===== src/rtl/adc_seq_pkg.sv =====
package adc_seq_pkg;
  typedef enum logic [2:0] {PH_IDLE, PH_PRE, PH_SAMP, PH_CONV, PH_DATA} phase_t;

  localparam int A_CTRL = 0;
  localparam int A_STAT = 1;
  localparam int A_ISR  = 2;
  localparam int A_IMR  = 3;
  localparam int A_EOC  = 4;
  localparam int A_MASK = 5;
  localparam int A_SAMP = 6;

  localparam int B_PWDN  = 0;
  localparam int B_CAL   = 14;
  localparam int B_GO    = 24;
  localparam int B_MODE  = 29;
  localparam int B_BUSY  = 29;
  localparam int B_FAIL  = 30;
  localparam int B_VALID = 19;

  localparam logic [31:0] CTRL_RST = 32'h0000_3901;
endpackage


===== src/rtl/adc_seq_cal.sv =====
module adc_seq_cal #(
  parameter int CAL_CYCLES = 64
) (
  input  logic clk,
  input  logic rst,
  input  logic req,
  input  logic pwdn,
  input  logic chain_active,
  input  logic cal_ok,
  input  logic fail_clr,
  output logic busy,
  output logic fail
);
  localparam int CC_W = $clog2(CAL_CYCLES + 1);

  logic [CC_W-1:0] cnt_q;

  always_ff @(posedge clk) begin
    if (rst) begin
      busy  <= 1'b0;
      fail  <= 1'b0;
      cnt_q <= '0;
    end else begin
      if (fail_clr) fail <= 1'b0;
      if (!busy) begin
        if (req && !pwdn && !chain_active) begin
          busy  <= 1'b1;
          cnt_q <= CC_W'(CAL_CYCLES - 1);
        end
      end else if (!pwdn) begin
        if (cnt_q == '0) begin
          busy <= 1'b0;
          if (!cal_ok) fail <= 1'b1;
        end else begin
          cnt_q <= cnt_q - 1'b1;
        end
      end
    end
  end


  cal_freeze_chk: assert property (@(posedge clk) disable iff (rst)
    (busy && pwdn) |=> (busy && $stable(cnt_q)));


  cal_gate_chk: assert property (@(posedge clk) disable iff (rst)
    (req && pwdn && !busy) |=> !busy);
endmodule


===== src/rtl/adc_seq_ctrl.sv =====
module adc_seq_ctrl
  import adc_seq_pkg::*;
#(
  parameter int NCH      = 8,
  parameter int DW       = 12,
  parameter int SL_W     = 8,
  parameter int MIN_SAMP = 8,
  parameter int PRE_CYC  = 2,
  parameter int CONV_CYC = 56,
  parameter int DATA_CYC = 2
) (
  input  logic                     clk,
  input  logic                     rst,
  input  logic                     go,
  input  logic                     pwdn,
  input  logic                     hold,
  input  logic [NCH-1:0]           en_mask,
  input  logic [SL_W-1:0]          samp_len,
  input  logic [DW-1:0]            conv_result,
  output logic [$clog2(NCH)-1:0]   conv_chan,
  output logic                     conv_sample,
  output logic                     conv_convert,
  output logic                     active,
  output logic                     res_we,
  output logic [$clog2(NCH)-1:0]   res_ch,
  output logic [DW-1:0]            res_data,
  output logic                     chain_done
);
  localparam int CW    = $clog2(NCH);
  localparam int CV_W  = $clog2(CONV_CYC + 1);
  localparam int CNT_W = (SL_W > CV_W) ? SL_W : CV_W;

  phase_t          ph_q;
  logic [CNT_W-1:0] cnt_q;
  logic [NCH-1:0]   todo_q;
  logic [CW-1:0]    cur;
  logic [NCH-1:0]   rest;
  logic [SL_W-1:0]  samp_eff;
  logic             adv, ph_end, launch, ch_end;

  always_comb begin
    cur = '0;
    for (int i = NCH - 1; i >= 0; i--)
      if (todo_q[i]) cur = CW'(i);
  end

  assign rest     = todo_q & ~(NCH'(1) << cur);
  assign samp_eff = (samp_len < SL_W'(MIN_SAMP)) ? SL_W'(MIN_SAMP) : samp_len;
  assign adv      = !pwdn;
  assign ph_end   = (cnt_q == '0);
  assign launch   = (ph_q == PH_IDLE) && go && !pwdn && !hold && (|en_mask);
  assign ch_end   = (ph_q == PH_DATA) && adv && ph_end;

  assign chain_done   = ch_end && (rest == '0);
  assign res_we       = ch_end;
  assign res_ch       = cur;
  assign res_data     = conv_result;
  assign conv_chan    = cur;
  assign conv_sample  = (ph_q == PH_SAMP);
  assign conv_convert = (ph_q == PH_CONV);
  assign active       = (ph_q != PH_IDLE);

  always_ff @(posedge clk) begin
    if (rst) begin
      ph_q   <= PH_IDLE;
      cnt_q  <= '0;
      todo_q <= '0;
    end else begin
      case (ph_q)
        PH_IDLE: if (launch) begin
          ph_q   <= PH_PRE;
          cnt_q  <= CNT_W'(PRE_CYC - 1);
          todo_q <= en_mask;
        end
        PH_PRE: if (adv) begin
          if (ph_end) begin
            ph_q  <= PH_SAMP;
            cnt_q <= CNT_W'(samp_eff) - 1'b1;
          end else cnt_q <= cnt_q - 1'b1;
        end
        PH_SAMP: if (adv) begin
          if (ph_end) begin
            ph_q  <= PH_CONV;
            cnt_q <= CNT_W'(CONV_CYC - 1);
          end else cnt_q <= cnt_q - 1'b1;
        end
        PH_CONV: if (adv) begin
          if (ph_end) begin
            ph_q  <= PH_DATA;
            cnt_q <= CNT_W'(DATA_CYC - 1);
          end else cnt_q <= cnt_q - 1'b1;
        end
        PH_DATA: if (adv) begin
          if (ph_end) begin
            todo_q <= rest;
            if (rest == '0) ph_q <= PH_IDLE;
            else begin
              ph_q  <= PH_PRE;
              cnt_q <= CNT_W'(PRE_CYC - 1);
            end
          end else cnt_q <= cnt_q - 1'b1;
        end
        default: ph_q <= PH_IDLE;
      endcase
    end
  end


  freeze_chk: assert property (@(posedge clk) disable iff (rst)
    (pwdn && ph_q != PH_IDLE) |=> ($stable(ph_q) && $stable(cnt_q)));


  samp_min_chk: assert property (@(posedge clk) disable iff (rst)
    $rose(ph_q == PH_SAMP) |-> (cnt_q >= CNT_W'(MIN_SAMP - 1)));


  hold_chk: assert property (@(posedge clk) disable iff (rst)
    (hold && ph_q == PH_IDLE) |=> (ph_q == PH_IDLE));


  chan_steady_chk: assert property (@(posedge clk) disable iff (rst)
    (ph_q != PH_IDLE && !ch_end) |=> $stable(cur));


  ascend_chk: assert property (@(posedge clk) disable iff (rst)
    (ch_end && rest != '0) |=> (cur > $past(cur)));
endmodule


===== src/rtl/adc_seq_regs.sv =====
module adc_seq_regs
  import adc_seq_pkg::*;
#(
  parameter int NCH      = 8,
  parameter int DW       = 12,
  parameter int SL_W     = 8,
  parameter int ADDR_W   = 4,
  parameter int SAMP_RST = 20
) (
  input  logic                   clk,
  input  logic                   rst,
  input  logic                   bus_wr,
  input  logic                   bus_rd,
  input  logic [ADDR_W-1:0]      bus_addr,
  input  logic [31:0]            bus_wdata,
  output logic [31:0]            bus_rdata,
  output logic                   irq,
  output logic                   go,
  output logic                   pwdn,
  output logic [NCH-1:0]         en_mask,
  output logic [SL_W-1:0]        samp_len,
  output logic                   cal_req,
  output logic                   fail_clr,
  input  logic                   res_we,
  input  logic [$clog2(NCH)-1:0] res_ch,
  input  logic [DW-1:0]          res_data,
  input  logic                   chain_done,
  input  logic                   cal_busy,
  input  logic                   cal_fail
);
  localparam int CW = $clog2(NCH);

  logic [31:0]    ctrl_q;
  logic [NCH-1:0] mask_q, eoc_q, valid_q;
  logic [SL_W-1:0] samp_q;
  logic           imr_q, isr_q, cal_req_q;
  logic [DW-1:0]  res_mem [NCH];
  logic [DW-1:0]  mem_rd;
  logic [31:0]    rd_word;
  logic           is_res, wr_ctrl, wr_stat, wr_isr, wr_eoc;
  logic [CW-1:0]  rd_idx;
  logic [NCH-1:0] set_vec, clr_vec, rdclr_vec;

  assign is_res  = bus_addr[ADDR_W-1];
  assign rd_idx  = bus_addr[CW-1:0];
  assign wr_ctrl = bus_wr && bus_addr == ADDR_W'(A_CTRL);
  assign wr_stat = bus_wr && bus_addr == ADDR_W'(A_STAT);
  assign wr_isr  = bus_wr && bus_addr == ADDR_W'(A_ISR);
  assign wr_eoc  = bus_wr && bus_addr == ADDR_W'(A_EOC);

  assign set_vec   = res_we ? (NCH'(1) << res_ch) : '0;
  assign clr_vec   = wr_eoc ? bus_wdata[NCH-1:0] : '0;
  assign rdclr_vec = (bus_rd && is_res) ? (NCH'(1) << rd_idx) : '0;

  assign go       = ctrl_q[B_GO];
  assign pwdn     = ctrl_q[B_PWDN];
  assign en_mask  = mask_q;
  assign samp_len = samp_q;
  assign cal_req  = cal_req_q;
  assign fail_clr = wr_stat && !bus_wdata[B_FAIL];

  always_ff @(posedge clk) begin
    if (res_we) res_mem[res_ch] <= res_data;
  end
  assign mem_rd = res_mem[rd_idx];

  always_comb begin
    rd_word = '0;
    if (is_res) begin
      rd_word[DW-1:0] = mem_rd;
      rd_word[B_VALID] = valid_q[rd_idx];
    end else begin
      case (bus_addr)
        ADDR_W'(A_CTRL): rd_word = ctrl_q;
        ADDR_W'(A_STAT): begin
          rd_word[B_BUSY] = cal_busy;
          rd_word[B_FAIL] = cal_fail;
        end
        ADDR_W'(A_ISR):  rd_word[0] = isr_q;
        ADDR_W'(A_IMR):  rd_word[0] = imr_q;
        ADDR_W'(A_EOC):  rd_word[NCH-1:0] = eoc_q;
        ADDR_W'(A_MASK): rd_word[NCH-1:0] = mask_q;
        ADDR_W'(A_SAMP): rd_word[SL_W-1:0] = samp_q;
        default:         rd_word = '0;
      endcase
    end
  end

  always_ff @(posedge clk) begin
    if (rst) begin
      ctrl_q    <= CTRL_RST;
      mask_q    <= '0;
      samp_q    <= SL_W'(SAMP_RST);
      imr_q     <= 1'b0;
      isr_q     <= 1'b0;
      eoc_q     <= '0;
      valid_q   <= '0;
      cal_req_q <= 1'b0;
      irq       <= 1'b0;
      bus_rdata <= '0;
    end else begin
      cal_req_q <= wr_ctrl && bus_wdata[B_CAL];
      if (wr_ctrl) begin
        ctrl_q <= bus_wdata;
        ctrl_q[B_CAL] <= 1'b0;
      end
      if (chain_done && !ctrl_q[B_MODE]) ctrl_q[B_GO] <= 1'b0;
      if (bus_wr && bus_addr == ADDR_W'(A_MASK)) mask_q <= bus_wdata[NCH-1:0];
      if (bus_wr && bus_addr == ADDR_W'(A_SAMP)) samp_q <= bus_wdata[SL_W-1:0];
      if (bus_wr && bus_addr == ADDR_W'(A_IMR))  imr_q  <= bus_wdata[0];
      if (chain_done) isr_q <= 1'b1;
      else if (wr_isr && bus_wdata[0]) isr_q <= 1'b0;
      eoc_q   <= (eoc_q & ~clr_vec) | set_vec;
      valid_q <= (valid_q & ~rdclr_vec) | set_vec;
      irq     <= isr_q & imr_q;
      if (bus_rd) bus_rdata <= rd_word;
    end
  end


  eoc_set_chk: assert property (@(posedge clk) disable iff (rst)
    res_we |=> eoc_q[$past(res_ch)]);


  valid_set_chk: assert property (@(posedge clk) disable iff (rst)
    res_we |=> valid_q[$past(res_ch)]);


  isr_set_chk: assert property (@(posedge clk) disable iff (rst)
    chain_done |=> isr_q);


  oneshot_clear_chk: assert property (@(posedge clk) disable iff (rst)
    (chain_done && !ctrl_q[B_MODE] && !wr_ctrl) |=> !ctrl_q[B_GO]);
endmodule


===== src/rtl/adc_chain_seq.sv =====
module adc_chain_seq #(
  parameter int NCH        = 8,
  parameter int DW         = 12,
  parameter int SL_W       = 8,
  parameter int ADDR_W     = 4,
  parameter int CAL_CYCLES = 64
) (
  input  logic                   clk,
  input  logic                   rst,
  input  logic                   bus_wr,
  input  logic                   bus_rd,
  input  logic [ADDR_W-1:0]      bus_addr,
  input  logic [31:0]            bus_wdata,
  output logic [31:0]            bus_rdata,
  output logic                   irq,
  output logic [$clog2(NCH)-1:0] conv_chan,
  output logic                   conv_sample,
  output logic                   conv_convert,
  input  logic [DW-1:0]          conv_result,
  input  logic                   cal_ok
);
  localparam int CW = $clog2(NCH);

  logic           go, pwdn, cal_req, fail_clr, cal_busy, cal_fail;
  logic           res_we, chain_done, active;
  logic [NCH-1:0] en_mask;
  logic [SL_W-1:0] samp_len;
  logic [CW-1:0]  res_ch;
  logic [DW-1:0]  res_data;

  adc_seq_regs #(.NCH(NCH), .DW(DW), .SL_W(SL_W), .ADDR_W(ADDR_W), .SAMP_RST(20)) u_regs (
    .clk(clk), .rst(rst), .bus_wr(bus_wr), .bus_rd(bus_rd), .bus_addr(bus_addr),
    .bus_wdata(bus_wdata), .bus_rdata(bus_rdata), .irq(irq), .go(go), .pwdn(pwdn),
    .en_mask(en_mask), .samp_len(samp_len), .cal_req(cal_req), .fail_clr(fail_clr),
    .res_we(res_we), .res_ch(res_ch), .res_data(res_data), .chain_done(chain_done),
    .cal_busy(cal_busy), .cal_fail(cal_fail)
  );

  adc_seq_ctrl #(.NCH(NCH), .DW(DW), .SL_W(SL_W)) u_ctrl (
    .clk(clk), .rst(rst), .go(go), .pwdn(pwdn), .hold(cal_busy | cal_req),
    .en_mask(en_mask), .samp_len(samp_len), .conv_result(conv_result),
    .conv_chan(conv_chan), .conv_sample(conv_sample), .conv_convert(conv_convert),
    .active(active), .res_we(res_we), .res_ch(res_ch), .res_data(res_data),
    .chain_done(chain_done)
  );

  adc_seq_cal #(.CAL_CYCLES(CAL_CYCLES)) u_cal (
    .clk(clk), .rst(rst), .req(cal_req), .pwdn(pwdn), .chain_active(active),
    .cal_ok(cal_ok), .fail_clr(fail_clr), .busy(cal_busy), .fail(cal_fail)
  );
endmodule


===== config.mk =====
export PLATFORM = sky130hd
export DESIGN_NAME = adc_chain_seq
export DESIGN_NICKNAME = d
export VERILOG_FILES = /design/src/rtl/adc_seq_pkg.sv /design/src/rtl/adc_seq_cal.sv /design/src/rtl/adc_seq_ctrl.sv /design/src/rtl/adc_seq_regs.sv /design/src/rtl/adc_chain_seq.sv
export SDC_FILE = /design/constraint.sdc
export NUM_CORES = 1
export LEC_CHECK = 0
export BUFFER_PORTS_ARGS = -buffer_cell sky130_fd_sc_hd__buf_4
export CORE_MARGIN = 2
export CORE_UTILIZATION = 59
export DETAILED_ROUTE_END_ITERATION = 6
export GPL_TIMING_DRIVEN = 0
export HOLD_SLACK_MARGIN = 0.1
export PLACE_DENSITY = 0.84
export SLEW_MARGIN = 20
export SYNTH_ARGS = -nofsm -noshare
export SYNTH_HDL_FRONTEND = slang
export SYNTH_SLANG_ARGS = --single-unit

===== constraint.sdc =====
create_clock -name clk -period 2.8 [get_ports clk]
set_input_delay 0.28 -clock clk [delete_from_list [all_inputs] [get_ports clk]]
set_output_delay 0.28 -clock clk [all_outputs]
set_load 0.01 [all_outputs]

-- After elaboration in Yosys (flattened, before gate mapping)
Memories as Yosys holds them, arrays and structs flattened.
Cells that the tools add are included.
- memories kept: 1
- logic and storage cells: 165
- bits in registers: 127
- output and inout port bits: 38
- RAM bits: 96
- input bits: 53
- memory list (name ; depth ; bits a word ; read ports ; clocked after memory_dff ; wr ports ; line ; text):
    u_regs.res_mem ; 8 ; 12 ; 1 ; 0 ; 1 ; adc_seq_regs.sv:37 ; logic [DW-1:0] res_mem [NCH];
- muxes and demuxes: 66
- equal/unequal tests: 22
- order comparisons: 2
- add/sub/neg operators: 3
- shift operators: 2
- reduce and logical (&&, ||, !) cells: 42
- bitwise logic cells: 10
- operator list (operator ; number):
    $mux 8 ; 17
    $mux 3 ; 17
    $pmux 8 s5 ; 1
    $mux 7 ; 5
    $pmux 7 s4 ; 1
    $and 8x8->8 ; 3
    $mux 12 ; 2
    $not 8->8 ; 3
    $logic_and 1x1->1 ; 21
    $mux 21 ; 1
    $mux 1 ; 17
    $logic_not 8->1 ; 2
    $or 8x8->8 ; 2
    $pmux 8 s2 ; 1
    $shl 1x3->8 const A ; 2
    $sub 8x1->8 const B ; 2
    $pmux 3 s5 ; 1
    $eq 4x3->1 const B ; 3
    $ne 2x2->1 const B ; 6
    $ne 2x1->1 const B ; 5
    $reduce_and 9->1 ; 1
    $eq 4x2->1 const B ; 2
    $lt 8x4->1 const B ; 1
    $reduce_or 8->1 ; 1
    other kinds (23) ; 30

-- Depth between registers and ports, before layout
Gate-level depths: netlist (run 1).
- word-level depth: 16
- depth in mapped cells: 11
- depth with buffers taken out: 10

-- Modules after synthesis
Synthesis (run 1) repeated with hierarchy kept, for this count alone.
- cell total of the unflattened synthesis: 931
- area, all modules: 9853.2 µm²
- modules (own cells, without submodules) (module ; instances ; cells an instance ; area each (µm²)):
    adc_seq_regs ; 1 ; 643 ; 7694.9
    adc_seq_ctrl ; 1 ; 233 ; 1656.6
    adc_seq_cal ; 1 ; 54 ; 495.5
    adc_chain_seq ; 1 ; 1 ; 6.3

-- Worst setup path after synthesis (run 1)
OpenSTA, ideal clock, no wires.
- path type: register -> register
- from: register u_regs.samp_q[5], in the netlist u_regs.samp_len[5]
- to: register u_ctrl.cnt_q[6]
- required time: 2.671 ns
- stages on the path, launching flop included: 12
- path slack: 0.369 ns
- period minus slack after synthesis: 2.431 ns
- arrival: 2.301 ns
- path through: dfxtp_1 clkbuf_1 nor4_1 nand2_1 nand2_1 ha_1 or4b_2 o21ai_0 o21a_1 o21ai_1 nand2_1 o32ai_1
- cells in the longest elaborated chain, start to end: 6
- ends and longest elaborated chain (element ; line ; text):
    start, declared ; adc_seq_regs.sv:35 ; logic [SL_W-1:0] samp_q;
    start signal, assigned ; adc_seq_regs.sv:93 ; samp_q <= SL_W'(SAMP_RST);
    start signal, assigned ; adc_seq_regs.sv:109 ; if (bus_wr && bus_addr == ADDR_W'(A_SAMP)) samp_q <= bus_wdata[SL_W-1:0];
    $lt 8x4->1 ; adc_seq_ctrl.sv:48 ; assign samp_eff = (samp_len < SL_W'(MIN_SAMP)) ? SL_W'(MIN_SAMP) : samp_len;
    $mux 8 * ; adc_seq_ctrl.sv:48 ;
    $sub 8x1->8 * ; adc_seq_ctrl.sv:78 ; cnt_q <= CNT_W'(samp_eff) - 1'b1;
    $mux 8 * ; adc_seq_ctrl.sv:76 ; if (ph_end) begin
    $mux 8 * ; adc_seq_ctrl.sv:75 ; PH_PRE: if (adv) begin
    $pmux 8 s5 * ; adc_seq_ctrl.sv:69 ; case (ph_q)
    end signal, assigned ; adc_seq_ctrl.sv:72 ; cnt_q <= CNT_W'(PRE_CYC - 1);
    end signal, assigned ; adc_seq_ctrl.sv:78 ;
    end signal, assigned ; adc_seq_ctrl.sv:79 ; end else cnt_q <= cnt_q - 1'b1;
    end, declared ; adc_seq_ctrl.sv:34 ; logic [CNT_W-1:0] cnt_q;
Every way passes the cells marked *; elsewhere a longest branch is shown, timed or not. The select of a mux whose other input is x is not followed.
A chain may end at the register's enable or synchronous reset.

-- Worst setup path after layout (run 1)
- from: register u_ctrl.ph_q[0]
- to: memory u_regs.res_mem[5][5], enable pin
- cells in the longest elaborated chain, start to end: 5
- ends and longest elaborated chain (element ; line ; text):
    start, declared ; adc_seq_ctrl.sv:33 ; phase_t ph_q;
    start signal, assigned ; adc_seq_ctrl.sv:65 ; ph_q <= PH_IDLE;
    start signal, assigned ; adc_seq_ctrl.sv:71 ; ph_q <= PH_PRE;
    start signal, assigned ; adc_seq_ctrl.sv:77 ; ph_q <= PH_SAMP;
    $eq 3x3->1 ; adc_seq_ctrl.sv:52 ; assign ch_end = (ph_q == PH_DATA) && adv && ph_end;
    $logic_and 1x1->1 (2 in a row) ; adc_seq_ctrl.sv:52 ;
    $mux 1 ; adc_seq_regs.sv:63 ; if (res_we) res_mem[res_ch] <= res_data;
    $mux 1 (not written as such) ; adc_seq_regs.sv:63 ;
    end, declared ; adc_seq_regs.sv:37 ;
Every way passes these cells.

==> qor.yml, run 1 <==
sta:
  skew_ns: 0.0258
  final_hold_viol_count: 0
  period_minus_slack_ns: 2.72
  tightestPinTransition_ns: 0.987
  rsz0062_at_grt: "false"
  slew_headroom: 0.340
  fin_crit_sh: 0.972
  fmax_ghz: 0.367
  setup_viol: 0
  slew_violations: 0
critical_path:
  required_ns: 2.97
  critPathKind: "reg2reg"
  critical-path-top-delay-family: "simple AND/OR/NAND/NOR gates"
  cp_num_cells: 5
  crit_chain: "nor2_1 > nand2_1 > nor4_1 > nand3_1 > clkinvlp_4"
  max_stage_delay_ns: 0.69
  critPathArrivalTime_ns: 2.89
  critical_path_buf_inv_count: 1
  endpoint_kind: "flop"
  crit_path_start_kind: "flop"
  reg2reg_depth: 5
  slowest_stage: "nor4_1"
  worstPathMaxFanout: 12
synthesis:
  syn-instance-count: 887
  synth_nets: 944
  synth.avg_cell_area_sq_um: 10.7
  synth_edf_count: 96
  synth_warnings: 0
  ys_seq_elements: 222
  yosysSeqAreaShare: 0.567
  synthTopCellsByArea: "edfxtp_1, dfxtp_1, mux4_2, nand2_1, a21oi_1"
  async_flop_share: 0
  ys_types: 63
  synth.top_cell.area_share: 0.302
  synth_area_sq_um: 9530
  yosys.area.top_type: "edfxtp_1"
  synth_top_flop_cell: "dfxtp_1"
power:
  swShare: 0.229
  p_int_mw: 5.17
  p_comb_frac: 0.079
  power.switching_mw: 1.54
  p_total_mw: 6.71
  sequentialPowerShare: 0.510
  p_per_area_nw_per_um2: 577
  p_leak_nw: 3.99
  irDropWorstVdd_v: 0.000596
  clock_power_share: 0.411
hold_path:
  hold_path_depth: 4
  hp-class: "in2reg"
clock_network:
  cts.sinks: 222
  cts_tree: "built"
  numCtsBuffers: 22
  clockBufferDepth: 3
  root_buffer: "clkbuf_16"
  cts-htree-levels: 1
  clkTransAtPathRegs_ns: 0.06
  clock_latency_ns: 0.52
floorplanning:
  io_pins: 91
  die_x_microns: 131
  fp-row-count: 46
  die_y_microns: 131
  die-area_sq_um: 17200
  core_area_sq_um: 15800
  start_util: 0.602
detailed_routing:
  final_antenna_net_count: 0
  routed_wirelength_microns: 26100
  drc_errors: 0
  first_iter_violations: 764
  drtPass1Iterations: 6
  via_count: 7826
  routed_via_density: 6.14
  wl_per_cell_microns: 20.5
layout:
  stdcell_count: 1275
  diodes: 0
  final_layout_size_suffix_gt1_frac: 0.181
  synthToLayoutAreaGrowth_pct: 22.0
  fin_nets: 1100
placement:
  routabilityCongestion: 0.951
  port_buffers: 87
  place_inst: 1190
  dp_hpwl_microns: 17000
global_route:
  grt-ovfl-total: 0
  antenna_found_initial: 0
  grt_util_all_layers: 0.299
  grt_start_max_net_pins: 16
  grt_pass1_wl_microns: 40700
  grt_pass1_vias: 7585
run:
  max-cap-violations: 0
run_status:
  status: "complete, no violations"
logic make-up after synthesis:
group,after synthesis,synth area share
adders and majority gates,4,0.00525
and+or+nand+nor,318,0.158
buffers and inverters,78,0.0337
other,1,0.000393
muxes,62,0.103
DFF,222,0.567
xor gates and xnor gates,9,0.00827
AOI/OAI and AO/OA,193,0.125
path summary, 6_finish.rpt:
path | start | endpoint | slack [ns]
setup / recovery | u_ctrl.ph_q[0] | u_regs.res_mem[5][5] | 0.08
hold / removal | rst | u_ctrl.cnt_q[3] | 0.15
setup reg to reg | u_ctrl.ph_q[0] | u_regs.res_mem[5][5] | 0.08
hold reg to reg | u_regs.eoc_q[6] | u_regs.eoc_q[6] | 0.46
per-stage QoR:
step / util / TNS [ns] / area [sq um] / hold slack [ns] / setup slack [ns]
3_3_place_gp: 0.661 / 0 / 10500 / 0.442 / 0.00467
3_5_place_dp: 0.661 / -0.0666 / 10500 / 0.445 / -0.0573
4_1_cts: 0.732 / 0 / 11600 / 0.135 / 0.0229
2_1_floorplan: - / 0 / 9530 / 0.379 / 0.369
6_report: 0.735 / 0 / 11600 / 0.147 / 0.0780
5_1_grt: 0.735 / 0 / 11600 / 0.182 / 0.00342
sequential cells by signal, indices dropped and copies added, names as in the netlist:
signal / flops
u_regs.samp_len: 8
u_regs.cal_req: 1
u_cal.busy: 1
u_regs.bus_rdata: 31
u_cal.cnt_q: 7
u_regs.isr_q: 1
u_cal.fail: 1
u_ctrl.todo_q: 8
u_regs.eoc_q: 8
u_ctrl.ph_q: 3
u_ctrl.cnt_q: 8
u_regs.res_mem: 96
u_regs.imr_q: 1
u_regs.en_mask: 8
u_regs.irq: 1
u_regs.ctrl_q: 31
u_regs.valid_q: 8
synthesized netlist by cell type, types with 4 or more instances:
library cell  number
dfxtp_1          126
nand2_1          118
edfxtp_1          96
a21oi_1           87
nor2_1            64
clkbuf_1          43
nand3_1           34
o21ai_0           33
nor3_1            30
mux4_2            27
nand2b_1          27
mux2i_1           20
inv_1             19
a22oi_1           18
mux2_2            15
o211ai_1           9
nor4_1             8
a211oi_1           7
buf_1              7
a31oi_1            6
or3_1              6
a32o_1             5
and3_1             5
buf_2              5
xnor2_1            5
ha_1               4
o31ai_1            4
or4_1              4
xor2_1             4
layer usage:
metal,up-vias,part of all wire,GRT usage,wire length [microns]
li1,3548,-,-,-
met3,95,0.079,0.0467,2070
met2,453,0.49,0.504,12900
met5,-,0,0,0
met1,3730,0.39,0.383,10100
met4,0,0.042,0.141,1080
worst register-to-register path: stages (launching register included):
cell and delay (ns):
dfxtp_1 0.35, nor2_1 0.31, nand2_1 0.27, nor4_1 0.69, nand3_1 0.37, clkinvlp_4 0.41
power by group through the flow:
stage	logic, mW	clock network (mW)	registers (mW)
final	0.530	2.75	3.42
after global routing	0.570	2.91	3.42
after CTS	0.517	2.75	3.42
after detailed placement	0.464	0	3.49
after global placement	0.457	0	3.49
after floorplan	0.264	0	3.49
what timing repair did:
| item | in CTS | in global routing |
|---|---|---|
| hold endpoints to repair | 148 | 0 |
| setup endpoints to repair | 15 | 54 |
| hold buffers | 44 | 0 |
| pin swaps | 0 | 1 |
| gates resized for setup | 5 | 7 |
| buffers inserted | 0 | 1 |
placed cells by master (no fill, tap or decap), types with 6 or more instances in the layout:
cell type	n
dfxtp_1	126
nand2_1	118
edfxtp_1	96
buf_4	89
a21oi_1	87
nor2_1	64
clkbuf_1	51
dlygate4sd3_1	44
nand3_1	34
o21ai_0	31
nor3_1	30
nand2b_1	27
mux4_2	27
clkbuf_16	22
mux2i_1	20
a22oi_1	18
mux2_2	15
inv_1	12
o211ai_1	9
clkinvlp_4	8
nor4_1	7
buf_1	7
a211oi_1	7
a31oi_1	6
or3_1	6
final cells by class:
| type | instances | area (sq um) |
|---|---|---|
| Buffer | 59 | 250 |
| Clock buffer | 33 | 622 |
| Tap cell | 216 | 270 |
| Multi-Input combinational cell | 587 | 3820 |
| Fill cell | 1045 | 4200 |
| Sequential cell | 222 | 5410 |
| Inverter | 19 | 101 |
| Timing Repair Buffer | 132 | 1110 |
| Clock inverter | 7 | 45.0 |
(Power assumes the default switching activity.)
==> run 2: changes to the inputs <==
PLACE_DENSITY = 0.81   (was 0.84)
==> qor.yml, run 2 (synthesis results as in run 1) <==
sta:
  fmax_ghz: 0.373
  fin_crit_sh: 0.957
  timing.hold.ws_ns: 0.139
  period_minus_slack_ns: 2.68
  rsz0062_at_grt: "false"
  final_hold_viol_count: 0
  skew_ns: 0.0143
  setup_viol: 0
  tightestPinTransition_ns: 0.969
  slew_headroom: 0.351
  slew_violations: 0
  worst_slack_ns: 0.120
run_status:
  status: "complete, no violations"
hold_path:
  hp-class: "in2reg"
detailed_routing:
  wl_met2_microns: 12600
  drtPass1Iterations: 7
  drc_errors: 0
  highest_layer: "met4"
  routed_via_density: 6.10
  routed_wirelength_microns: 26100
  wl_per_cell_microns: 20.4
  via_count: 7798
  route.met3.wl_microns: 2430
  first_iter_violations: 1003
  final_antenna_net_count: 0
  m1WireLength_microns: 10300
placement:
  post_dp_cell_area_sq_um: 10500
  port_buffers: 87
  place_ws_ns: -0.0695
  routabilityCongestion: 0.946
  place_inst: 1190
  dp_hpwl_microns: 17000
layout:
  layout_common_cells: "dfxtp_1, nand2_1, edfxtp_1, buf_4, a21oi_1"
  fin_nets: 1103
  regMostFlops: "u_regs.res_mem"
  top_regs: "u_regs.res_mem x96, u_regs.bus_rdata x31, u_regs.ctrl_q x31"
  stdcell_count: 1278
  synthToLayoutAreaGrowth_pct: 23.3
  fill_cells: 1008
  diodes: 0
  mostFrequentLayoutCell: "dfxtp_1"
  final_layout_size_suffix_gt1_frac: 0.191
  final_cell_area_sq_um: 11800
  seq_area_sq_um: 5410
  largest_reg_flops: 96
  multiInputGateArea_sq_um: 3830
  utilization: 0.743
floorplanning:
  die_y_microns: 131
  die_x_microns: 131
  fp-row-count: 46
  io_pins: 91
  core_area_sq_um: 15800
  start_util: 0.602
  die-area_sq_um: 17200
critical_path:
  cpMostUsedCell: "nand2_1"
  worstPathMaxFanout: 11
  crit_path_start_kind: "flop"
  slowest_stage: "or4_1"
  crit_chain: "nor4_4 > nand2_1 > or4_1 > nor3_1 > nand2_1 > clkinvlp_4 > buf_12"
  critPathArrivalTime_ns: 2.90
  required_ns: 3.02
  max_stage_delay_ns: 0.58
  endpoint_kind: "flop"
  critPathKind: "reg2reg"
power:
  p_per_area_nw_per_um2: 598
  p_leak_nw: 4.10
  irDropWorstVdd_v: 0.000605
clock_network:
  cts.sinks: 222
  numCtsBuffers: 23
  clkTransAtPathRegs_ns: 0.06
  cts-htree-levels: 1
  clock_latency_ns: 0.52
  clockBufferDepth: 3
  root_buffer: "clkbuf_16"
  cts_tree: "built"
global_route:
  grt-ovfl-total: 0
  grt_start_max_net_pins: 15
  grt_util_all_layers: 0.289
  grt_pass1_vias: 7182
  grt_pass1_wl_microns: 39400
  antenna_found_initial: 0
run:
  max-cap-violations: 0
[run 2: cell count changes in the layout (fill, tap and decap cells not counted), moves of 3 or more]
cell        change
clkbuf_1        -8
clkbuf_8        +3
clkinv_2        +3
clkinvlp_4      -3
[run 2: metal layers]
metal / global-route usage / vias to the layer above
li1: - / 3553
met1: 0.394 / 3700
met2: 0.480 / 473
met3: 0.0475 / 72
met4: 0.0845 / 0
met5: 0 / -
[run 2: repair_timing]
action | CTS | global route
setup endpoints to repair | 73 | 62
pin swaps | 0 | 1
buffers inserted | 0 | 3
resized for setup | 6 | 3
hold buffers | 44 | 0
hold endpoints to repair | 150 | 0
[run 2: area by class of cell]
cell class                 instances  area share
clock inverter                    11     0.00724
buffer                            59      0.0213
multi-input combinational        587       0.326
clock buffer                      30      0.0581
inverter                          19     0.00766
tap                              216      0.0230
timing repair buffer             134      0.0971
sequential                       222       0.460
[run 2: worst max-delay path, delay by kind of cell (launching register included)]
kind | cells | cell delay [ns]
DFF | 1 | 0.38
and+or+nand+nor | 5 | 1.68
buffers and inverters | 2 | 0.33
[run 2: final timing paths]
path,depth (start not counted),startpoint,endpoint,slack [ns]
worst max register to register,7,u_ctrl.cnt_q[2],u_regs.res_mem[6][8],0.12
worst max-delay path,7,u_ctrl.cnt_q[2],u_regs.res_mem[6][8],0.12
worst min-delay path,4,rst,u_ctrl.cnt_q[3],0.14
worst min register to register,2,u_regs.ctrl_q[20],u_regs.ctrl_q[20],0.46
[run 2: stage by stage]
stage | TNS [ns] | power, mW
floorplan | 0 | 3.76
global placement | -0.759 | 3.96
detailed placement | -1.64 | 3.96
CTS | 0 | 7.02
global route | 0 | 7.20
finish | 0 | 7.03
[run 2: power by group]
group	leakage (nW)	internal [mW]	switching, mW
Sequential	1.88	3.40	0.0232
Combinational	1.83	0.231	0.307
Clock	0.393	1.81	1.26
